<file path="src/rtl/bilerp_pkg.sv">
package bilerp_pkg;
    // Default sample width and weight fraction width.
    localparam int unsigned PIX_W_DEF  = 8;
    localparam int unsigned FRAC_W_DEF = 7;
    // Number of register stages between the input and the result.
    localparam int unsigned STAGES     = 5;
endpackage

</file>
<file path="src/rtl/bilerp_wprep.sv">
// Stage 1: registers the patch and both weights, and forms the complements 2^FRAC_W - w.
// Assumes the weights are below 2^FRAC_W.
module bilerp_wprep #(
    parameter int unsigned PIX_W  = 8,
    parameter int unsigned FRAC_W = 7
) (
    input  logic              clk,
    input  logic              rst_n,
    input  logic [PIX_W-1:0]  ul,
    input  logic [PIX_W-1:0]  ur,
    input  logic [PIX_W-1:0]  ll,
    input  logic [PIX_W-1:0]  lr,
    input  logic [FRAC_W-1:0] wrow,
    input  logic [FRAC_W-1:0] wcol,
    output logic [PIX_W-1:0]  q_ul,
    output logic [PIX_W-1:0]  q_ur,
    output logic [PIX_W-1:0]  q_ll,
    output logic [PIX_W-1:0]  q_lr,
    output logic [FRAC_W:0]   q_r,
    output logic [FRAC_W:0]   q_rc,
    output logic [FRAC_W:0]   q_c,
    output logic [FRAC_W:0]   q_cc
);
    localparam logic [FRAC_W:0] ONE = (FRAC_W+1)'(1) << FRAC_W;

    // Capture the patch, the weights and their complements.
    always_ff @(posedge clk) begin
        if (!rst_n) begin
            q_ul <= '0; q_ur <= '0; q_ll <= '0; q_lr <= '0;
            q_r  <= '0; q_rc <= '0; q_c  <= '0; q_cc <= '0;
        end else begin
            q_ul <= ul; q_ur <= ur; q_ll <= ll; q_lr <= lr;
            q_r  <= {1'b0, wrow};
            q_rc <= ONE - {1'b0, wrow};
            q_c  <= {1'b0, wcol};
            q_cc <= ONE - {1'b0, wcol};
        end
    end
endmodule

</file>
<file path="src/rtl/bilerp_hlerp.sv">
// Stages 2 and 3 for one row: forms the two horizontal products, then adds them.
// Assumes wl + wr == 2^FRAC_W, so the sum fits in PIX_W+FRAC_W bits.
module bilerp_hlerp #(
    parameter int unsigned PIX_W  = 8,
    parameter int unsigned FRAC_W = 7
) (
    input  logic                    clk,
    input  logic                    rst_n,
    input  logic [PIX_W-1:0]        left,
    input  logic [PIX_W-1:0]        right,
    input  logic [FRAC_W:0]         wl,
    input  logic [FRAC_W:0]         wr,
    output logic [PIX_W+FRAC_W-1:0] blend
);
    localparam int unsigned HW = PIX_W + FRAC_W;

    logic [HW-1:0] prod_l, prod_r;

    // Stage 2: weight each sample of the row.
    always_ff @(posedge clk) begin
        if (!rst_n) begin
            prod_l <= '0;
            prod_r <= '0;
        end else begin
            prod_l <= HW'(wl) * HW'(left);
            prod_r <= HW'(wr) * HW'(right);
        end
    end

    // Stage 3: add the two products into the row blend.
    always_ff @(posedge clk) begin
        if (!rst_n) blend <= '0;
        else        blend <= prod_l + prod_r;
    end
endmodule

</file>
<file path="src/rtl/bilerp_vlerp.sv">
// Stages 4 and 5: weights both row blends vertically, then adds them and keeps the integer part.
// Assumes the row weights sum to 2^FRAC_W, so the result fits in PIX_W bits.
module bilerp_vlerp #(
    parameter int unsigned PIX_W  = 8,
    parameter int unsigned FRAC_W = 7
) (
    input  logic                    clk,
    input  logic                    rst_n,
    input  logic                    load,
    input  logic [PIX_W+FRAC_W-1:0] top,
    input  logic [PIX_W+FRAC_W-1:0] bot,
    input  logic [FRAC_W:0]         wt,
    input  logic [FRAC_W:0]         wb,
    output logic [PIX_W-1:0]        pix
);
    localparam int unsigned VW = PIX_W + 2*FRAC_W;

    logic [VW-1:0] vt, vb, vsum;

    // Stage 4: weight each row blend by its vertical factor.
    always_ff @(posedge clk) begin
        if (!rst_n) begin
            vt <= '0;
            vb <= '0;
        end else begin
            vt <= VW'(top) * VW'(wt);
            vb <= VW'(bot) * VW'(wb);
        end
    end

    assign vsum = vt + vb;

    // Stage 5: load the truncated sum only for valid items, so the output holds otherwise.
    always_ff @(posedge clk) begin
        if (!rst_n)    pix <= '0;
        else if (load) pix <= vsum[2*FRAC_W +: PIX_W];
    end
endmodule

</file>
<file path="src/rtl/bilerp_vpipe.sv">
// Shift register that carries the valid bit; each tap marks one stage as holding a live item.
module bilerp_vpipe #(
    parameter int unsigned DEPTH = 5
) (
    input  logic             clk,
    input  logic             rst_n,
    input  logic             vin,
    output logic [DEPTH-1:0] taps
);
    // Shift the valid bit one stage per clock; reset empties the pipe.
    always_ff @(posedge clk) begin
        if (!rst_n) taps <= '0;
        else        taps <= {taps[DEPTH-2:0], vin};
    end
endmodule

</file>
<file path="src/rtl/bilerp_top.sv">
// Five-stage bilinear interpolator. It accepts one patch per clock and gives the result
// five edges later.
// Assumes the weights are fractions in units of 2^-FRAC_W.
module bilerp_top
    import bilerp_pkg::*;
#(
    parameter int unsigned PIX_W  = PIX_W_DEF,
    parameter int unsigned FRAC_W = FRAC_W_DEF
) (
    input  logic              clk,
    input  logic              rst_n,
    input  logic              in_valid,
    input  logic [PIX_W-1:0]  in_ul,
    input  logic [PIX_W-1:0]  in_ur,
    input  logic [PIX_W-1:0]  in_ll,
    input  logic [PIX_W-1:0]  in_lr,
    input  logic [FRAC_W-1:0] in_wrow,
    input  logic [FRAC_W-1:0] in_wcol,
    output logic              out_valid,
    output logic [PIX_W-1:0]  out_pix
);
    localparam int unsigned HW = PIX_W + FRAC_W;

    logic [STAGES-1:0] vtap;
    logic [PIX_W-1:0]  s1_ul, s1_ur, s1_ll, s1_lr;
    logic [FRAC_W:0]   s1_r, s1_rc, s1_c, s1_cc;
    logic [FRAC_W:0]   s2_r, s2_rc, s3_r, s3_rc;
    logic [PIX_W-1:0]  row_left  [2];
    logic [PIX_W-1:0]  row_right [2];
    logic [HW-1:0]     row_blend [2];

    bilerp_vpipe #(.DEPTH(STAGES)) u_vpipe (
        .clk(clk), .rst_n(rst_n), .vin(in_valid), .taps(vtap)
    );

    bilerp_wprep #(.PIX_W(PIX_W), .FRAC_W(FRAC_W)) u_wprep (
        .clk(clk), .rst_n(rst_n),
        .ul(in_ul), .ur(in_ur), .ll(in_ll), .lr(in_lr),
        .wrow(in_wrow), .wcol(in_wcol),
        .q_ul(s1_ul), .q_ur(s1_ur), .q_ll(s1_ll), .q_lr(s1_lr),
        .q_r(s1_r), .q_rc(s1_rc), .q_c(s1_c), .q_cc(s1_cc)
    );

    assign row_left[0]  = s1_ul;
    assign row_right[0] = s1_ur;
    assign row_left[1]  = s1_ll;
    assign row_right[1] = s1_lr;

    // One horizontal blender per row: index 0 is the upper row, index 1 the lower row.
    for (genvar g = 0; g < 2; g++) begin : g_row
        bilerp_hlerp #(.PIX_W(PIX_W), .FRAC_W(FRAC_W)) u_hlerp (
            .clk(clk), .rst_n(rst_n),
            .left(row_left[g]), .right(row_right[g]),
            .wl(s1_cc), .wr(s1_c),
            .blend(row_blend[g])
        );
    end

    // Delay the vertical factors by two stages so they meet the row blends at stage 4.
    always_ff @(posedge clk) begin
        if (!rst_n) begin
            s2_r <= '0; s2_rc <= '0; s3_r <= '0; s3_rc <= '0;
        end else begin
            s2_r <= s1_r; s2_rc <= s1_rc;
            s3_r <= s2_r; s3_rc <= s2_rc;
        end
    end

    bilerp_vlerp #(.PIX_W(PIX_W), .FRAC_W(FRAC_W)) u_vlerp (
        .clk(clk), .rst_n(rst_n), .load(vtap[STAGES-2]),
        .top(row_blend[0]), .bot(row_blend[1]),
        .wt(s3_rc), .wb(s3_r),
        .pix(out_pix)
    );

    assign out_valid = vtap[STAGES-1];
endmodule

</file>
<file path="config.mk">
export PLATFORM = sky130hd
export DESIGN_NAME = bilerp_top
export DESIGN_NICKNAME = d
export VERILOG_FILES = /design/src/rtl/bilerp_pkg.sv /design/src/rtl/bilerp_wprep.sv /design/src/rtl/bilerp_hlerp.sv /design/src/rtl/bilerp_vlerp.sv /design/src/rtl/bilerp_vpipe.sv /design/src/rtl/bilerp_top.sv
export SDC_FILE = /design/constraint.sdc
export NUM_CORES = 1
export LEC_CHECK = 0
export BUFFER_PORTS_ARGS = -buffer_cell sky130_fd_sc_hd__buf_2
export CAP_MARGIN = 20
export CELL_PAD_IN_SITES_DETAIL_PLACEMENT = 0
export CELL_PAD_IN_SITES_GLOBAL_PLACEMENT = 1
export CORE_MARGIN = 2
export CORE_UTILIZATION = 40
export DETAILED_ROUTE_END_ITERATION = 10
export GPL_TIMING_DRIVEN = 0
export MAX_ROUTING_LAYER = met4
export PLACE_DENSITY_LB_ADDON = 0.1
export SYNTH_ARGS = -nofsm -noshare
export SYNTH_HDL_FRONTEND = slang
export SYNTH_SLANG_ARGS = --single-unit
export TNS_END_PERCENT = 20
</file>
<file path="constraint.sdc">
create_clock -name clk -period 6.1 [get_ports clk]
set_input_delay 0.305 -clock clk [delete_from_list [all_inputs] [get_ports clk]]
set_output_delay 0.305 -clock clk [all_outputs]
set_load 0.05 [all_outputs]
</file>
==> results.ini, run 1 <==
[die]
die_h_um=242
dieArea_um2=58700
row_count=87
initial_utilization=0.404
pin_count=58
fp.dieW_um=242
coreArea_um2=56300

[finish]
final_core_util=0.453
mostFrequentLayoutCells=412 x and2_1, 372 x inv_1, 280 x ha_1, 274 x fa_1, 235 x dfxtp_1
syn2layout_area_growth_pct=12.1
diodes=0
fillers=5555
drive_gt1_frac=0.0438
final_common_cell=and2_1
final_area_um2=25500
final_nets=3232

[clocking]
ctsResizeCount=0
cts_buffers=29
clock_tree.root_cell=clkbuf_16
clock_path_buffers=3
clk_pin_slew_ns=0.06
cts_max_level=1
cts.sinks=235
worstSkewPairLatency_ns=0.58
tritoncts=yes
postCtsSetupBuffers=0

[logic_synthesis]
synth_fa_ha_area_frac=0.396
yosys.area_share.simple=0.205
synth-seq-area-share=0.207
synth_ff_type=dfxtp_1
yosys_warnings=0
synth.cell_area_um2=22700
muxShareOfSynthArea=0.00314
ys_ff_latch=235
synth_edf_count=0
synth_top_area_frac=0.242
syn_inst=2494
syn_nets=3097
avgSynthCellArea_um2=9.11
synthArstFlopShare=0
synth_top_family_by_area=adder cells
synth.top_cells.by_area=fa_1 24%, dfxtp_1 21%, ha_1 15%
synth_cell_types=59
yosysTopAreaCell=fa_1
synth_xor_area_frac=0.0401
synth_compound_area_frac=0.0776

[worst_setup_path]
worstSetupEndpointType=register
start_kind=register
arrival_ns=5.93
r2r_slack_ns=0.61
crit_chain=clkbuf_1, nand2_1, fa_1, fa_1, inv_1, fa_1, inv_1, fa_1, inv_1, ha_1, o21a_1, a2111oi_0, o21bai_1, a21oi_1, xor2_1, nor2_1
cpPeakStageDelay_ns=0.61
cp-startpoint=u_wprep.q_c[4]$_SDFF_PN0_
cpMostUsedCell=fa_1
critPathMaxFanout=10
cp.buffers_inverters=4
cp.required_ns=6.54
cp_slowest_cell=a2111oi_0
timing.rr.start=u_wprep.q_c[4]$_SDFF_PN0_
cpLargestDelayFamily=adder cells
path_class=register to register

[placed_design]
io_buffers=57
dp_hpwl_mm=46.8
placed_area_um2=23900
gp_congestion=0.882

[sta]
final_max_slew_viol_count=0
fin_worst_skew_ns=0.0153
post-route-min-period_ns=5.49
setup_viol=0
fmaxAchievable_ghz=0.182
hold_viol_final=0
tightest_slew_ns=1.02
post-route-period-util=0.899
slew_headroom=0.317
rsz0062_at_grt=false
tns_ns=0

[global_routing]
globalRouteMet2Util=0.340
grt.busiest_layer=met2
antenna_found_initial=1
use_met1=0.257
grt_pass1_vias=17200
use_met3=0.0233
grt_overflow=0
grt_use_total=0.203
grt_max_degree=14
grt_pass1_wl_mm=92.0

[drt]
drtPass1Iterations=4
drt-total-wl_mm=56.9
postRouteAntennaNets=0
num_vias=16400
detail_route.wl_per_cell_um=16.7
vias_per_cell=4.82
drt-initial-drc-count=582
drc=0

[hold_path]
hp-start=in_wrow[0]
holdCritPathClass=input pin to register

[pwr]
power_density_nw_per_um2=172
ir_drop_mv=0.226
p_leak_nw=12.8

[job]
drv_cap=0

[status]
outcome=finished clean

[synthesized netlist by cell type, types with 3 or more instances]
cell type,count
and2_1,412
inv_1,372
ha_1,280
fa_1,274
dfxtp_1,235
nand2_1,207
nor2_1,140
a21oi_1,81
o21ai_0,63
xnor2_1,59
clkbuf_1,56
xor2_1,45
a21o_1,33
nor3_1,30
nor2b_1,21
nand2b_1,18
o21a_1,16
a31oi_1,13
and3_1,13
o211ai_1,13
a211oi_1,11
nand4_1,8
o21bai_1,8
mux2i_1,6
nand3_1,6
o21ai_1,6
and4_1,5
nor3b_1,5
nor4_1,5
or3_1,5
o41ai_1,4
a2111oi_0,3
a21boi_0,3
buf_1,3
o31ai_1,3
or4_1,3
[tightest hold or removal path: stages]
cell and delay [ns]:
buf_2 0.14, inv_1 0.08, nor2_1 0.05
[state kept, by name (all words and copies together) (netlist names)]
register              cells
g_row.u_hlerp.blend      30
g_row.u_hlerp.prod_l     30
g_row.u_hlerp.prod_r     30
u_vlerp.vb               22
u_vlerp.vt               22
s2_rc                     8
s3_rc                     8
u_vlerp.pix               8
u_wprep.q_cc              8
u_wprep.q_ll              8
u_wprep.q_lr              8
u_wprep.q_rc              8
u_wprep.q_ul              8
u_wprep.q_ur              8
s2_r                      6
s3_r                      6
u_wprep.q_c               6
u_wprep.q_r               6
u_vpipe.taps              5
[through the flow]
stage	power, mW	std cells	setup WS [ns]	hold slack, ns
floorplan	2.25	2494	1.68	0.383
global placement	2.51	3307	0.689	0.414
detailed placement	2.52	3307	0.706	0.419
CTS	4.44	3404	0.689	0.0195
global route	4.61	3406	0.416	0.0453
finish	4.37	3406	0.614	0.0573
[timing repair]
item,in CTS,in global routing
setup endpoints to repair,0,0
hold buffers,45,0
endpoints found under the hold margin,47,0
[metal layers]
layer	vias to the layer above	routed length (um)
li1	8147	-
met1	7996	26500
met2	199	26800
met3	68	1650
met4	0	1980
met5	-	0
[power breakdown]
part | internal (mW) | switching (mW)
registers | 1.63 | 0.109
logic | 0.320 | 0.445
clock network | 1.18 | 0.692
[path summary, 6_finish.rpt]
path	endpoint	cells past startpoint
max	g_row[0].u_hlerp.prod_r[12]$_SDFF_PN0_	16
min	u_wprep.q_rc[0]$_SDFF_PN0_	3
max reg2reg	g_row[0].u_hlerp.prod_r[12]$_SDFF_PN0_	16
min reg2reg	s2_rc[2]$_SDFF_PN0_	1
[final cells by class]
type | instances | area [um^2] | area share
tap | 756 | 946 | 0.0371
inverter | 372 | 1400 | 0.0548
timing repair buffer | 104 | 766 | 0.0301
clock inverter | 16 | 244 | 0.00958
buffer | 59 | 221 | 0.00870
multi-input combinational | 1828 | 16400 | 0.643
clock buffer | 36 | 802 | 0.0315
sequential | 235 | 4700 | 0.185
[logic make-up (layout without fill, tap and decap cells)]
logic type | after synthesis | in the layout
XOR/XNOR | 104 | 104
AO/OA/AOI/OAI | 278 | 278
multiplexers | 7 | 7
adder cells (fa/ha/maj) | 554 | 554
flip-flops | 235 | 235
AND/OR/NAND/NOR | 885 | 885
buffers and inverters | 431 | 587
No activity file was read; power rests on OpenSTA's default activity.
==> run 2, diff against run 1 <==
--- a/config.mk
+++ b/config.mk
@@ -6,9 +6,9 @@
 export NUM_CORES = 1
 export LEC_CHECK = 0
 export BUFFER_PORTS_ARGS = -buffer_cell sky130_fd_sc_hd__buf_2
-export CAP_MARGIN = 20
 export CELL_PAD_IN_SITES_DETAIL_PLACEMENT = 0
 export CELL_PAD_IN_SITES_GLOBAL_PLACEMENT = 1
+export CORE_ASPECT_RATIO = 0.6
 export CORE_MARGIN = 2
 export CORE_UTILIZATION = 40
 export DETAILED_ROUTE_END_ITERATION = 10
@@ -17,5 +17,6 @@
 export PLACE_DENSITY_LB_ADDON = 0.1
 export SYNTH_ARGS = -nofsm -noshare
 export SYNTH_HDL_FRONTEND = slang
+export SYNTH_HIERARCHICAL = 1
 export SYNTH_SLANG_ARGS = --single-unit
 export TNS_END_PERCENT = 20
==> results.ini, run 2 <==
[global_routing]
grt_max_degree=35
antenna_found_initial=1
grt_use_total=0.210
grt_pass1_wl_mm=102
grt_pass1_vias=19000
grt_overflow=0

[worst_setup_path]
crit_chain=clkbuf_1, and2_1, fa_1, fa_1, fa_1, inv_1, fa_1, inv_1, ha_1, a21o_1, a21o_1, a21o_1, a2111oi_0, a21oi_1, xnor2_1, and2_1
cp.required_ns=6.61
cpPeakStageDelay_ns=0.53
start_kind=register
worstSetupEndpointType=register
cpMostUsedCell=fa_1
path_class=register to register
critPathMaxFanout=10
r2r_slack_ns=0.77
cp_slowest_cell=fa_1
arrival_ns=5.84

[logic_synthesis]
synth.top_cells.by_area=fa_1 25%, dfxtp_1 20%, ha_1 14%
synth_cell_types=74
ys_ff_latch=239
yosys_warnings=6
synth_top_cells_by_count=460 x and2_1, 397 x inv_1, 296 x fa_1, 268 x ha_1, 239 x dfxtp_1
synth_top_area_frac=0.246
yosysTopAreaCell=fa_1
synthArstFlopShare=0
synth_ff_type=dfxtp_1
synth-seq-area-share=0.199
synth.cell_area_um2=24100
synth_edf_count=0
syn_inst=2620
avgSynthCellArea_um2=9.18
synth.most_common_cell=and2_1

[placed_design]
io_buffers=57
gp_congestion=0.871
dp.cells=3459
dp_slack_ns=0.805
dp_hpwl_mm=48.4
placed_area_um2=25300

[die]
fp.dieW_um=321
pin_count=58
die_h_um=194
row_count=69
dieArea_um2=62200
initial_utilization=0.406
coreArea_um2=59300

[sta]
rsz0062_at_grt=false
post-route-min-period_ns=5.33
fin_ws_ns=0.771
final_max_slew_viol_count=0
hold_viol_final=0
fmaxAchievable_ghz=0.188
slew_headroom=0.301
fin_worst_skew_ns=0.0247
post-route-period-util=0.874
tns_ns=0
holdWs_ns=0.0360
setup_viol=0
tightest_slew_ns=1.05

[finish]
fillers=5793
top_regs=g_row.u_hlerp/blend x30, g_row.u_hlerp/prod_l x30, g_row.u_hlerp/prod_r x30
syn2layout_area_growth_pct=10.8
final_nets=3362
multi_input_area_um2=17600
seq_area_um2=4780
final_area_um2=26700
drive_gt1_frac=0.0585
final_cell_count_no_fill=3551
mostFrequentLayoutCells=460 x and2_1, 397 x inv_1, 296 x fa_1, 268 x ha_1, 239 x dfxtp_1
final_core_util=0.450
final_common_cell=and2_1

[hold_path]
holdCritPathClass=input pin to register

[clocking]
cts_max_level=1
clock_tree.root_cell=clkbuf_16
worstSkewPairLatency_ns=0.58
ctsResizeCount=0
cts_buffers=26
cts.sinks=239
clock_path_buffers=3
postCtsSetupBuffers=0
cts_hold_buf=43
clk_pin_slew_ns=0.06
tritoncts=yes

[job]
drv_cap=0

[drt]
drt-initial-drc-count=896
drt-total-wl_mm=60.3
drtPass1Iterations=5
num_vias=17700
postRouteAntennaNets=0
vias_per_cell=4.99
drc=0
detail_route.wl_per_cell_um=17.0

[pwr]
power.total_mw=4.45
power_density_nw_per_um2=167
ir_drop_mv=0.195
p_leak_nw=13.4

[status]
outcome=finished clean

==> run 2: final cells by class <==
type	instances	share of cell area
buffer	51	0.00788
antenna	3	0.000282
timing repair buffer	100	0.0268
sequential	239	0.179
multi-input combinational	1934	0.659
clock inverter	12	0.00638
tap	781	0.0366
clock buffer	34	0.0275
inverter	397	0.0559
==> run 2: kinds of logic (layout without fill, tap and decap cells) <==
| group | after synthesis | after routing | synth area share |
|---|---|---|---|
| and+or+nand+nor | 933 | 933 | 0.215 |
| xor gates and xnor gates | 93 | 93 | 0.0339 |
| DFF | 239 | 239 | 0.199 |
| other | 1 | 5 | 0.000156 |
| buffers and inverters | 448 | 594 | 0.0707 |
| adders and majority gates | 564 | 564 | 0.386 |
| AOI/OAI and AO/OA | 333 | 333 | 0.0921 |
| muxes | 9 | 9 | 0.00411 |
==> run 2: metal layers <==
layer  global-route usage  routed length, um  vias to the layer above
met3               0.0352               3200                       47
met4               0.0290                846                        0
met1                0.320              32600                     8710
li1                     -                  -                     8653
met2                0.295              23600                      304
met5                    -                  0                        -
==> run 2: worst max-delay path: cells and delay by family (launching register included) <==
family,cells,cell delay [ns]
AOI/OAI and AO/OA,5,1.12
xor gates and xnor gates,1,0.39
adders and majority gates,5,2.37
buffers and inverters,3,0.56
DFF,1,0.43
and+or+nand+nor,2,0.42
==> run 2: power by group <==
part           switching, mW  total [mW]  internal (mW)
clock network          0.699        1.71           1.01
logic                  0.535       0.921          0.386
registers              0.156        1.82           1.67
==> run 2: final timing paths <==
path,startpoint,to,cells past startpoint
worst max register to register,s3_r[3]$_SDFF_PN0_,u_vlerp/vb[21]$_SDFF_PN0_,16
worst max-delay path,s3_r[3]$_SDFF_PN0_,u_vlerp/vb[21]$_SDFF_PN0_,16
worst min-delay path,in_wcol[2],u_wprep/q_c[2]$_SDFF_PN0_,2
worst min register to register,u_vpipe/taps[2]$_SDFF_PN0_,u_vpipe/taps[3]$_SDFF_PN0_,1
==> run 3, diff against run 2 <==
--- a/config.mk
+++ b/config.mk
@@ -15,6 +15,7 @@
 export GPL_TIMING_DRIVEN = 0
 export MAX_ROUTING_LAYER = met4
 export PLACE_DENSITY_LB_ADDON = 0.1
+export RECOVER_POWER = 50
 export SYNTH_ARGS = -nofsm -noshare
 export SYNTH_HDL_FRONTEND = slang
 export SYNTH_HIERARCHICAL = 1
==> results.ini, run 3 (synthesized netlist as in run 2, its figures left out) <==
[worst_setup_path]
cpLargestDelayFamily=adder cells
cp_slowest_cell=fa_1
cpPeakStageDelay_ns=0.53
r2r_cells=16
start_kind=register
path_class=register to register
cp.required_ns=6.61
crit_chain=clkbuf_1, and2_1, fa_1, fa_1, fa_1, inv_1, fa_1, inv_1, ha_1, a21o_1, a21o_1, a21o_1, a2111oi_0, a21oi_1, xnor2_1, and2_1
cp.buffers_inverters=3
critPathMaxFanout=10
r2r_slack_ns=0.77
cpMostUsedCell=fa_1
timing.rr.start=s3_r[4]$_SDFF_PN0_
r2r-end=u_vlerp/vb[21]$_SDFF_PN0_
arrival_ns=5.84
worstSetupEndpointType=register

[drt]
drc=0
drt-total-wl_mm=60.2
postRouteAntennaNets=0
drtPass1Iterations=5
vias_per_cell=4.97
detail_route.wl_per_cell_um=16.9
drt-initial-drc-count=948
num_vias=17700

[global_routing]
grt_pass1_wl_mm=102
grt_max_degree=35
grt_pass1_vias=19000
grt_overflow=0
antenna_found_initial=1
grt_use_total=0.210

[die]
die_h_um=194
pin_count=58
coreArea_um2=59300
row_count=69
initial_utilization=0.406
dieArea_um2=62200
fp.dieW_um=321

[sta]
fin_worst_skew_ns=0.0217
rsz0062_at_grt=false
post-route-period-util=0.873
final_max_slew_viol_count=35
fmaxAchievable_ghz=0.188
tightest_slew_ns=2.47
slew_headroom=-0.644
setup_viol=0
hold_viol_final=0
tns_ns=0
post-route-min-period_ns=5.33

[finish]
final_cell_count_no_fill=3552
final_nets=3362
top_regs=g_row.u_hlerp/blend x30, g_row.u_hlerp/prod_l x30, g_row.u_hlerp/prod_r x30
final_common_cell=and2_1
syn2layout_area_growth_pct=10.8
drive_gt1_frac=0.0531
fillers=5797
mostFrequentLayoutCells=425 x and2_1, 397 x inv_1, 296 x fa_1, 268 x ha_1, 239 x dfxtp_1
final_core_util=0.449

[status]
outcome=complete, but fails checks
violations=capacitance limit, slew limit

[clocking]
clock_path_buffers=3
worstSkewPairLatency_ns=0.57
cts_max_level=1
clock_tree.root_cell=clkbuf_16
cts.sinks=239
postCtsSetupBuffers=0
tritoncts=yes
ctsResizeCount=0
clk_pin_slew_ns=0.06
cts_buffers=26

[pwr]
p_leak_nw=13.3
ir_drop_mv=0.196
power_density_nw_per_um2=167

[placed_design]
io_buffers=57
gp_congestion=0.871
dp.cells=3459
dp_hpwl_mm=48.4

[hold_path]
hp-start=in_wcol[2]
hold_end=u_wprep/q_c[2]$_SDFF_PN0_
holdCritPathClass=input pin to register
hold_depth=2

[job]
drv_cap=1

## run 3: worst max-delay path by stage
stage,startpoint,to,slack (ns),cells past startpoint
floorplan,s3_r[3]$_SDFF_PN0_,u_vlerp/vb[21]$_SDFF_PN0_,1.69,16
global placement,s3_r[4]$_SDFF_PN0_,u_vlerp/vb[21]$_SDFF_PN0_,0.87,16
detailed placement,s3_r[3]$_SDFF_PN0_,u_vlerp/vb[21]$_SDFF_PN0_,0.80,16
CTS,s3_r[3]$_SDFF_PN0_,u_vlerp/vb[21]$_SDFF_PN0_,0.80,16
global route,s3_r[3]$_SDFF_PN0_,u_vlerp/vb[19]$_SDFF_PN0_,0.50,17
finish,s3_r[4]$_SDFF_PN0_,u_vlerp/vb[21]$_SDFF_PN0_,0.77,16
## run 3: what timing repair did
| action | in CTS | in global routing |
|---|---|---|
| endpoints found under the setup margin | 0 | 0 |
| hold buffers | 43 | 0 |
| endpoints found under the hold margin | 43 | 0 |
## run 3: routing by layer
layer / vias to the layer above / wire, um / track usage
met5: - / 0 / -
met3: 42 / 3350 / 0.0352
met2: 309 / 23600 / 0.295
li1: 8650 / - / -
met4: 0 / 739 / 0.0290
met1: 8657 / 32500 / 0.320
## run 3: through the flow
stage | setup slack (ns) | total power [mW] | hold WS [ns] | cell area [um^2]
5_1_grt | 0.501 | 4.75 | 0.0202 | 26600
2_1_floorplan | 1.69 | 2.44 | 0.381 | 24100
4_1_cts | 0.797 | 4.52 | 0.000754 | 26700
6_report | 0.774 | 4.45 | 0.0295 | 26600
3_3_place_gp | 0.868 | 2.75 | 0.409 | 25300
3_5_place_dp | 0.805 | 2.76 | 0.414 | 25300
## run 3: worst reg2reg max path: stages, from the launching register on
cell and delay [ns]:
dfxtp_1 0.50, clkbuf_1 0.44, and2_1 0.22, fa_1 0.47, fa_1 0.53, fa_1 0.50, inv_1 0.05, fa_1 0.49
inv_1 0.04, ha_1 0.37, a21o_1 0.19, a21o_1 0.16, a21o_1 0.21, a2111oi_0 0.42, a21oi_1 0.14, xnor2_1 0.39
and2_1 0.18
## run 3: final cells by class
class                      instances  area, um^2  share of cell area
clock buffer                      34         732              0.0275
timing repair buffer             100         703              0.0264
buffer                            51         206             0.00775
sequential                       239        4780               0.180
inverter                         397        1490              0.0559
tap                              781         977              0.0367
multi-input combinational       1934       17600               0.659
clock inverter                    12         170             0.00639
antenna                            4        10.0            0.000376
## run 3: where the power goes
| part | switching [mW] | leakage [nW] | internal (mW) |
|---|---|---|---|
| Clock | 0.701 | 0.444 | 1.01 |
| Sequential | 0.156 | 1.96 | 1.67 |
| Combinational | 0.535 | 10.9 | 0.385 |
| Total | 1.39 | 13.3 | 3.06 |
